## src/rtl/crs_pkg.sv

```systemverilog
// Shared types and helpers for the call/return stack.
// Assumes at most four hardware threads.
package crs_pkg;

    typedef enum logic [1:0] {
        MODE_SOLO  = 2'd0,
        MODE_PAIR  = 2'd1,
        MODE_QUAD  = 2'd2,
        MODE_QUAD2 = 2'd3
    } crs_mode_e;

    // Number of threads a mode enables.
    function automatic logic [2:0] threads_in_mode(input logic [1:0] m);
        case (m)
            MODE_SOLO: threads_in_mode = 3'd1;
            MODE_PAIR: threads_in_mode = 3'd2;
            default:   threads_in_mode = 3'd4;
        endcase
    endfunction

    // True when a mode uses the shallow (quarter-array) stacks.
    function automatic logic is_shallow(input logic [1:0] m);
        is_shallow = (m == MODE_QUAD) || (m == MODE_QUAD2);
    endfunction

endpackage

```

## src/rtl/crs_geometry.sv

```systemverilog
// Maps the threading mode to the per-thread stack depth, the pointer
// mask, the thread enable vector and each thread's base slot.
// Assumes ENTRIES is a power of two and THREADS is four.
module crs_geometry #(
    parameter int ENTRIES = 32,
    parameter int THREADS = 4,
    localparam int DEEP   = ENTRIES / 2,
    localparam int SHALLOW = ENTRIES / 4,
    localparam int PW     = $clog2(DEEP),
    localparam int CW     = PW + 1,
    localparam int IW     = $clog2(ENTRIES)
) (
    input  logic [1:0]                    mode,
    output logic [CW-1:0]                 depth,
    output logic [PW-1:0]                 ptr_mask,
    output logic [THREADS-1:0]            thread_on,
    output logic [THREADS-1:0][IW-1:0]    base
);
    import crs_pkg::*;

    logic [2:0] nthr;

    // Depth and mask follow the mode.
    always_comb begin
        nthr     = threads_in_mode(mode);
        depth    = is_shallow(mode) ? CW'(SHALLOW) : CW'(DEEP);
        ptr_mask = PW'(depth - CW'(1));
    end

    // Each thread gets a region of 'depth' slots starting at t*depth.
    for (genvar t = 0; t < THREADS; t++) begin : g_region
        assign thread_on[t] = (t < int'(nthr));
        assign base[t]      = IW'(t * int'(depth));
    end

endmodule

```

## src/rtl/crs_thread_ctl.sv

```systemverilog
// Top pointer and entry count of one thread's stack.
// Assumes that push/pop/restore are already qualified by the caller
// (thread enabled, no mode change, restore priority applied).
module crs_thread_ctl #(
    parameter int PW = 4,
    localparam int CW = PW + 1
) (
    input  logic          clk,
    input  logic          rst_n,
    input  logic          clear,
    input  logic [CW-1:0] depth,
    input  logic [PW-1:0] ptr_mask,
    input  logic          push,
    input  logic          pop,
    input  logic          restore,
    input  logic [PW-1:0] rptr,
    input  logic [CW-1:0] rcnt,
    output logic [PW-1:0] ptr,
    output logic [CW-1:0] cnt,
    output logic [PW-1:0] wr_ptr
);
    logic          empty;
    logic          swap;
    logic [PW-1:0] ptr_up;
    logic [PW-1:0] ptr_dn;

    // Neighbour slots and the push-with-pop replace case.
    always_comb begin
        empty  = (cnt == '0);
        swap   = push && pop && !empty;
        ptr_up = (ptr + PW'(1)) & ptr_mask;
        ptr_dn = (ptr - PW'(1)) & ptr_mask;
        wr_ptr = swap ? ptr : ptr_up;
    end

    // Pointer and count update, priority clear > restore > push > pop.
    always_ff @(posedge clk) begin
        if (!rst_n || clear) begin
            ptr <= '0;
            cnt <= '0;
        end else if (restore) begin
            ptr <= rptr & ptr_mask;
            cnt <= (rcnt > depth) ? depth : rcnt;
        end else if (push && !swap) begin
            ptr <= ptr_up;
            cnt <= (cnt == depth) ? depth : cnt + CW'(1);
        end else if (pop && !push && !empty) begin
            ptr <= ptr_dn;
            cnt <= cnt - CW'(1);
        end
    end

endmodule

```

## src/rtl/crs_entry_array.sv

```systemverilog
// Flat storage for all return addresses: one write port, one
// asynchronous read port. Assumes one write per cycle at most.
module crs_entry_array #(
    parameter int ENTRIES = 32,
    parameter int ADDR_W  = 32,
    localparam int IW     = $clog2(ENTRIES)
) (
    input  logic              clk,
    input  logic              we,
    input  logic [IW-1:0]     widx,
    input  logic [ADDR_W-1:0] wdata,
    input  logic [IW-1:0]     ridx,
    output logic [ADDR_W-1:0] rdata
);
    logic [ADDR_W-1:0] slot [ENTRIES];

    // Store one return address.
    always_ff @(posedge clk) begin
        if (we) slot[widx] <= wdata;
    end

    // Read the selected slot.
    assign rdata = slot[ridx];

endmodule

```

## src/rtl/call_return_stack.sv

```systemverilog
// Per-thread return address stack with mode-dependent partitioning.
// Assumes four thread ids; inactive ids are ignored. Prediction is
// combinational from the selected thread's top entry.
module call_return_stack #(
    parameter int ADDR_W  = 32,
    parameter int ENTRIES = 32,
    parameter int THREADS = 4,
    localparam int DEEP   = ENTRIES / 2,
    localparam int PW     = $clog2(DEEP),
    localparam int CW     = PW + 1,
    localparam int IW     = $clog2(ENTRIES),
    localparam int TW     = $clog2(THREADS)
) (
    input  logic              clk,
    input  logic              rst_n,
    input  logic [1:0]        mode_i,
    input  logic [TW-1:0]     tid_i,
    input  logic              push_i,
    input  logic [ADDR_W-1:0] push_addr_i,
    input  logic              pop_i,
    input  logic              restore_i,
    input  logic [TW-1:0]     restore_tid_i,
    input  logic [PW-1:0]     restore_ptr_i,
    input  logic [CW-1:0]     restore_cnt_i,
    output logic              pred_valid_o,
    output logic [ADDR_W-1:0] pred_addr_o,
    output logic [PW-1:0]     top_ptr_o,
    output logic [CW-1:0]     depth_cnt_o
);
    import crs_pkg::*;

    logic [1:0]                 mode_q;
    logic                       mode_chg;
    logic [CW-1:0]              depth;
    logic [PW-1:0]              ptr_mask;
    logic [THREADS-1:0]         thread_on;
    logic [THREADS-1:0][IW-1:0] base;
    logic [THREADS-1:0][PW-1:0] ptr_v;
    logic [THREADS-1:0][CW-1:0] cnt_v;
    logic [THREADS-1:0][PW-1:0] wptr_v;
    logic                       sel_on;
    logic                       sel_restored;
    logic                       wr_en;
    logic [IW-1:0]              wr_idx;
    logic [IW-1:0]              rd_idx;

    // Mode in force; a difference from mode_i marks a switch cycle.
    always_ff @(posedge clk) begin
        if (!rst_n) mode_q <= MODE_SOLO;
        else        mode_q <= mode_i;
    end

    assign mode_chg = (mode_i != mode_q);

    crs_geometry #(.ENTRIES(ENTRIES), .THREADS(THREADS)) u_geom (
        .mode      (mode_q),
        .depth     (depth),
        .ptr_mask  (ptr_mask),
        .thread_on (thread_on),
        .base      (base)
    );

    // One pointer/count controller per thread.
    for (genvar t = 0; t < THREADS; t++) begin : g_thr
        logic hit;
        logic rhit;

        assign hit  = (tid_i == TW'(t)) && thread_on[t] && !mode_chg;
        assign rhit = restore_i && (restore_tid_i == TW'(t)) && thread_on[t] && !mode_chg;

        crs_thread_ctl #(.PW(PW)) u_ctl (
            .clk      (clk),
            .rst_n    (rst_n),
            .clear    (mode_chg),
            .depth    (depth),
            .ptr_mask (ptr_mask),
            .push     (hit && push_i && !rhit),
            .pop      (hit && pop_i && !rhit),
            .restore  (rhit),
            .rptr     (restore_ptr_i),
            .rcnt     (restore_cnt_i),
            .ptr      (ptr_v[t]),
            .cnt      (cnt_v[t]),
            .wr_ptr   (wptr_v[t])
        );
    end

    // Qualify the selected thread and form array indices.
    always_comb begin
        sel_on       = thread_on[tid_i] && !mode_chg;
        sel_restored = restore_i && (restore_tid_i == tid_i);
        wr_en        = push_i && sel_on && !sel_restored;
        wr_idx       = base[tid_i] + IW'(wptr_v[tid_i]);
        rd_idx       = base[tid_i] + IW'(ptr_v[tid_i]);
        top_ptr_o    = ptr_v[tid_i];
        depth_cnt_o  = cnt_v[tid_i];
        pred_valid_o = pop_i && sel_on && !sel_restored && (cnt_v[tid_i] != '0);
    end

    crs_entry_array #(.ENTRIES(ENTRIES), .ADDR_W(ADDR_W)) u_mem (
        .clk   (clk),
        .we    (wr_en),
        .widx  (wr_idx),
        .wdata (push_addr_i),
        .ridx  (rd_idx),
        .rdata (pred_addr_o)
    );

endmodule

```

## config.mk

```make
export PLATFORM = sky130hd
export DESIGN_NAME = call_return_stack
export DESIGN_NICKNAME = d
export VERILOG_FILES = /design/src/rtl/crs_pkg.sv /design/src/rtl/crs_geometry.sv /design/src/rtl/crs_thread_ctl.sv /design/src/rtl/crs_entry_array.sv /design/src/rtl/call_return_stack.sv
export SDC_FILE = /design/constraint.sdc
export NUM_CORES = 1
export LEC_CHECK = 0
export BUFFER_PORTS_ARGS = -buffer_cell sky130_fd_sc_hd__buf_2
export CORE_MARGIN = 2
export CORE_UTILIZATION = 66
export CTS_BUF_LIST = sky130_fd_sc_hd__clkbuf_16
export DETAILED_ROUTE_END_ITERATION = 6
export PLACE_DENSITY_LB_ADDON = 0.15
export SYNTH_ARGS = -nofsm -noshare
export SYNTH_HDL_FRONTEND = slang
export SYNTH_SLANG_ARGS = --single-unit
```

## constraint.sdc

```tcl
create_clock -name clk -period 17.6 [get_ports clk]
set_clock_uncertainty 0.05 [all_clocks]
set_input_delay 3.52 -clock clk [delete_from_list [all_inputs] [get_ports clk]]
set_output_delay 3.52 -clock clk [all_outputs]
set_load 0.05 [all_outputs]
```

==> Word-level counts from Yosys, hierarchy flattened <==
Memories as Yosys holds them, arrays and structs flattened.
Index checks and enable logic that the tools add are counted.
{ "op_classes": {"mul": 1, "n_lt_le_gt_ge": 6, "addsub": 19, "bitwise": 9, "mux": 47, "reduce_logical": 96, "eq_ne": 15} }
{ "ops": {"columns": ["operator", "n"], "rows": [
  ["5-bit 2-to-1 mux", 20],
  ["4-bit 2-to-1 mux", 18],
  ["1-bit logical AND", 63],
  ["4-bit AND", 9],
  ["5-bit by 1-bit adder with 5-bit output, second input constant", 4],
  ["5-bit binary-select mux with 2-bit select", 2],
  ["5-bit equality test", 4],
  ["5-bit logical NOT", 4],
  ["4-bit by 1-bit subtractor with 4-bit output, second input constant", 5],
  ["5-bit by 1-bit subtractor with 5-bit output, second input constant", 4],
  ["1-bit logical NOT", 19],
  ["4-bit by 1-bit adder with 4-bit output, second input constant", 4],
  ["4-bit binary-select mux with 2-bit select", 2],
  ["2-bit equality test, second input constant", 6],
  ["3-bit nonzero test", 4],
  ["5-bit by 4-bit adder with 5-bit output", 2],
  ["2-bit by 1-bit equality test with 1-bit output, second input constant", 3],
  ["2-bit logical NOT", 3],
  ["1-bit by 3-bit less-than comparator with 1-bit output, first input constant", 2],
  ["2-bit by 3-bit less-than comparator with 1-bit output, first input constant", 2],
  ["3-bit one-hot mux with 2 select lines", 1],
  ["5-bit > comparator", 1],
  ["2-bit by 5-bit multiplier with 5-bit output, first input constant", 1],
  ["5-bit nonzero test", 1],
  ["6 further kinds", 9]
]} }
{ "word_totals": {"wordCells": 203, "mem_count": 1, "ram_bits": 1024, "register_bits": 38} }
{ "mem_list": {"columns": ["name", "depth", "word_bits", "rd", "rd_clocked_by_memory_dff", "write_ports", "line", "rtl"], "rows": [
  ["u_mem.slot", 32, 32, 1, 0, 1, "crs_entry_array.sv:15", "logic [ADDR_W-1:0] slot [ENTRIES];"]
]} }

==> Depth between registers and ports, before layout <==
{ "depth": {"depth_word": 13, "ltp_mapped": 16, "mapped_depth_nobuf": 14} }

==> Modules after synthesis <==
From an unflattened synthesis, not the netlist that was laid out.
{ "unflattened": {"hier_cells": 2999, "hier_area_um2": 45851.5} }
{ "modules_own_cells": {"columns": ["module", "seq_area_each_um2", "n_inst", "cells_per_inst", "area_per_inst_um2"], "rows": [
  ["crs_entry_array", 30749.5, 1, 2228, 39850.7],
  ["crs_thread_ctl", 180.2, 4, 158, 1182.4],
  ["call_return_stack", 40.0, 1, 102, 1011.0],
  ["crs_geometry", 0.0, 1, 37, 260.2]
]} }

==> Least setup slack after synthesis <==
OpenSTA, ideal clock, no wires.
{ "synth_path": {"kind": "input to output", "startpoint": "input port tid_i[1]", "endpoint": "output port pred_addr_o[29]", "path_buffers": 3, "arrival_time_ps": 6270, "stages": 10, "path_slack_ps": 7760, "cell_sequence": "buf_4 buf_4 mux4_2 ha_1 xnor2_1 nand2_1 nor2_1 clkbuf_1 a22oi_1 nand4_1"} }
{ "synth_between": {"elab_chain_cells": 4, "word_cells_on_any_way": 6, "cone_classes": "add/sub: 1; mux: 4; memory: 1"} }
{ "synth_lines": {"columns": ["item", "line", "rtl"], "rows": [
  ["from (decl)", "call_return_stack.sv:17", "input logic [TW-1:0] tid_i,"],
  ["4-bit binary-select mux with 2-bit select", null, null],
  ["4-bit 2-to-1 mux", null, null],
  ["net top_ptr_o[3]", "call_return_stack.sv:27", "output logic [PW-1:0] top_ptr_o,"],
  ["5-bit by 4-bit adder with 5-bit output", "call_return_stack.sv:94", "rd_idx = base[tid_i] + IW'(ptr_v[tid_i]);"],
  ["memory 32 x 32 bit", null, null],
  ["to (decl)", "call_return_stack.sv:26", "output logic [ADDR_W-1:0] pred_addr_o,"]
]} }
The timed path passes the listed nets, and every way through them passes these cells. The select of a mux whose other input is x is not followed.

==> Final worst setup path <==
{ "layout_path": {"startpoint": "input port tid_i[1]", "endpoint": "output port pred_addr_o[6]"} }
{ "layout_between": {"elab_chain_cells": 4, "word_cells_on_any_way": 6, "cone_classes": "add/sub: 1; mux: 4; memory: 1"} }
{ "layout_lines": {"columns": ["item", "line"], "rows": [
  ["5-bit binary-select mux with 2-bit select or 4-bit binary-select mux with 2-bit select (tied branches)", "call_return_stack.sv:94"],
  ["5-bit 2-to-1 mux (implied by the code) or 4-bit 2-to-1 mux (tied branches)", "call_return_stack.sv:94"],
  ["5-bit by 4-bit adder with 5-bit output (*)", "call_return_stack.sv:94"],
  ["memory 32 x 32 bit (*)", null]
]} }
Every way passes the cells marked *; elsewhere a longest branch is shown, timed or not. The select of a mux whose other input is x is not followed.

==> results.sh <==
export IMPL_outcome="finished clean"
export IMPL_cell_internal_pwr_mw=4.02
export IMPL_irDropWorstVdd_uv=110
export IMPL_slew_limit_headroom=0.168
export IMPL_seq_area_mm2=0.0315
export IMPL_final_layout_size_suffix_gt1_frac=0.265
export IMPL_fillers=3519
export IMPL_drtAntennaViolNets=0
export IMPL_syn_instance_count=2123
export IMPL_num_rows=93
export IMPL_hold_viol=0
export IMPL_cp_startpoint="tid_i[1]"
export IMPL_grt_start_max_net_pins=144
export IMPL_post_synth_num_cell_types=88
export IMPL_worst_ep_arrival_time_ns=7.23
export IMPL_grt_antenna_before_repair=2
export IMPL_drcViolationCount=0
export IMPL_num_nets_final=2328
export IMPL_netlist_top_cells_area="edfxtp_1 (72%), mux4_2 (14%), a22oi_1 (2.3%), dfxtp_1 (1.8%), ha_1 (0.73%)"
export IMPL_setup_tns_final_ns=0
export IMPL_cts_clk_slew_worst_paths_ns=0.06
export IMPL_clock_power_share=0.418
export IMPL_design_die_area_mm2=0.0666
export IMPL_clock_latency_ns=0.67
export IMPL_hpwl_um=53600
export IMPL_crit_path_capture_type="output pin"
export IMPL_grt_total_usage=0.327
export IMPL_power_per_cell_area_mw_per_mm2=107
export IMPL_first_global_vias=23093
export IMPL_timing_final_crit_share=0.614
export IMPL_numPortBuffers=93
export IMPL_crit_required_ns=14.03
export IMPL_drtIter0Drc=3263
export IMPL_crit_type="in2out"
export IMPL_floorplan_initialDensity=0.664
export IMPL_report_power_total_mw=5.07
export IMPL_die_w_um=258
export IMPL_cts_setup_buffers=0
export IMPL_synthTopCellsByCount="edfxtp_1 (1024), mux4_2 (264), a22oi_1 (132), nor2_1 (62), clkbuf_1 (54)"
export IMPL_avgSynthCellArea_um2=20.1
export IMPL_crit_chain="buf_2, mux4_2, ha_1, xnor2_1, nand2_1, nor2_4, buf_4, a22oi_1, nand4_1, buf_2"
export IMPL_ys_dominant_reg_cell="edfxtp_1"
export IMPL_ioPinCount=94
export IMPL_grt_pass1_wl_um=155000
export IMPL_post_cts_resized=0
export IMPL_worst_path_max_delay_cell="xnor2_1"
export IMPL_yosys_register_bits=1062
export IMPL_route_final_wire_length_um=107000
export IMPL_cts_htree_levels=3
export IMPL_synthDominantAreaCellType="edfxtp_1"
export IMPL_sw_frac_of_total=0.207
export IMPL_syn2layout_area_growth_pct=11.6
export IMPL_grt_setup_unrepaired="false"
export IMPL_syn_area_mm2=0.0426
export IMPL_synth_yosys_seq_area_share=0.740
export IMPL_cts_buffers=102
export IMPL_yosysMostFrequentCell="edfxtp_1"
export IMPL_worst_setup_path_start_kind="primary input"
export IMPL_synth_edf_count=1024
export IMPL_period_needed_ns=10.80
export IMPL_fmaxAchievable_mhz=92.6
export IMPL_pwr_share_comb=0.034
export IMPL_die_height_um=258
export IMPL_synth_async_sr_flop_share=0
export IMPL_clock_tree_from_tritoncts="yes"
export IMPL_ctsLongestPathBuffers=3
export IMPL_holdCritStartpoint="g_thr[3].u_ctl.cnt[4]"
export IMPL_multi_input_comb_area_mm2=0.0107
export IMPL_power_static_leakage_nw=14.7
export IMPL_cts_sink_count=1062
export IMPL_yosys_area_top_type_share=0.722
export IMPL_routabilityCongestion=0.893
export IMPL_post_drt_wl_per_cell_um=33.5
export IMPL_globalRouteOverflowTotal=0
export IMPL_worstHoldPathType="reg2reg"
export IMPL_r2r_start="mode_q[1]"
export IMPL_dr_total_vias=22985
export IMPL_tightestPinTransition_ns=1.25
export IMPL_setup_violations=0
export IMPL_slew_violations=0
export IMPL_cap_viol_max_count=0
export IMPL_slowest_delay_ns=0.66
export IMPL_seq_power_share=0.548
export IMPL_p_sw_mw=1.05
export IMPL_detail_route_first_pass_iterations=5
export IMPL_core_mm2=0.0641
export IMPL_syn_nets=2200
export IMPL_timing_critical_path_fanout_max=32
export IMPL_clk_root_buffer_cell="clkbuf_16"
export IMPL_vias_per_cell=7.21
export IMPL_synth_warning_count=0
export IMPL_cts_hold_fix_buffers=0
export IMPL_cpMostUsedCell="buf_2"
sequential cells by signal (all words and copies together), names as in the netlist:
name / count
g_thr.u_ctl.cnt: 20
g_thr.u_ctl.ptr: 16
mode_q: 2
u_mem.slot: 1024
path summary, 6_finish.rpt:
| check | endpoint | slack [ns] | cells after the start |
|---|---|---|---|
| max | pred_addr_o[6] | 6.80 | 10 |
| min | g_thr[3].u_ctl.cnt[4] | 0.54 | 2 |
| max reg2reg | u_mem.slot[25][13] | 12.18 | 13 |
| min reg2reg | g_thr[3].u_ctl.cnt[4] | 0.54 | 2 |
metal layers:
metal  part of all wire  up-vias  wire [um]  GRT usage
met4              0.032        4       3450      0.120
met2               0.50     1552      53400      0.526
met1               0.36    11978      39000      0.461
met3               0.10      225      11100     0.0584
li1                   -     9226          -          -
met5            0.00025        -         27          0
power groups by stage:
stage | registers, mW | clock network [mW] | logic, mW
6_report | 2.78 | 2.12 | 0.173
5_1_grt | 2.78 | 2.23 | 0.183
4_1_cts | 2.78 | 2.14 | 0.171
3_5_place_dp | 2.83 | 0 | 0.170
3_3_place_gp | 2.83 | 0 | 0.165
2_1_floorplan | 2.83 | 0 | 0.0925
placed cells by master, fill, tap and decap left out, types with 12 or more instances in the layout:
| master | netlist | routed |
|---|---|---|
| a31oi_1 | 12 | 12 |
| nor2_4 | 1 | 22 |
| buf_2 | 40 | 93 |
| a21oi_1 | 31 | 31 |
| inv_1 | 25 | 59 |
| edfxtp_1 | 1024 | 1024 |
| buf_4 | 2 | 46 |
| nor2_1 | 62 | 41 |
| mux4_2 | 264 | 262 |
| ha_1 | 25 | 25 |
| nand2b_1 | 12 | 12 |
| dfxtp_1 | 38 | 38 |
| nand3_1 | 23 | 23 |
| clkbuf_16 | 0 | 104 |
| mux2i_1 | 14 | 14 |
| nand4_1 | 38 | 38 |
| and2_1 | 21 | 13 |
| xnor2_1 | 12 | 12 |
| clkinv_2 | 0 | 21 |
| o21ai_0 | 31 | 31 |
| nand2_1 | 44 | 44 |
| a22oi_1 | 132 | 132 |
| nor3_1 | 28 | 26 |
stage by stage:
stage                     hold slack (ns)  setup WS (ns)  utilization  cells  area (um^2)
after floorplan                     0.455           7.76            -   2123        42600
after global placement              0.500           6.75        0.690   3002        44200
after detailed placement            0.510           6.72        0.690   3002        44200
after CTS                           0.539           6.72        0.741   3187        47500
after global routing                0.585           6.49        0.741   3187        47500
final                               0.540           6.80        0.741   3189        47500
cells by family (layout without fill, tap and decap cells):
kind of cell,Yosys count,after routing,synth area share
xor+xnor,24,24,0.00555
mux,284,284,0.145
simple gates,308,308,0.0407
fa+ha+maj,25,25,0.00735
other cells,0,2,0
compound gates,275,275,0.0469
flops,1062,1062,0.740
buf+inv,145,354,0.0145
critical path, delay by kind of cell:
kind / cells / cell delay (ns)
AND/OR/NAND/NOR: 3 / 0.59
multiplexers: 1 / 0.59
adder cells (fa/ha/maj): 1 / 0.25
AO/OA/AOI/OAI: 1 / 0.26
buffers and inverters: 3 / 1.32
XOR/XNOR: 1 / 0.66
cell type report:
type                    instances  share of cell area
clock inverters                81              0.0136
well taps                     855              0.0225
flip-flops and latches       1062               0.663
inverters                      27             0.00213
repair buffers                142              0.0183
diodes                          2            0.000105
multi-input cells             916               0.225
clock buffers                 104              0.0548
Power figures use the tool's default switching activity.
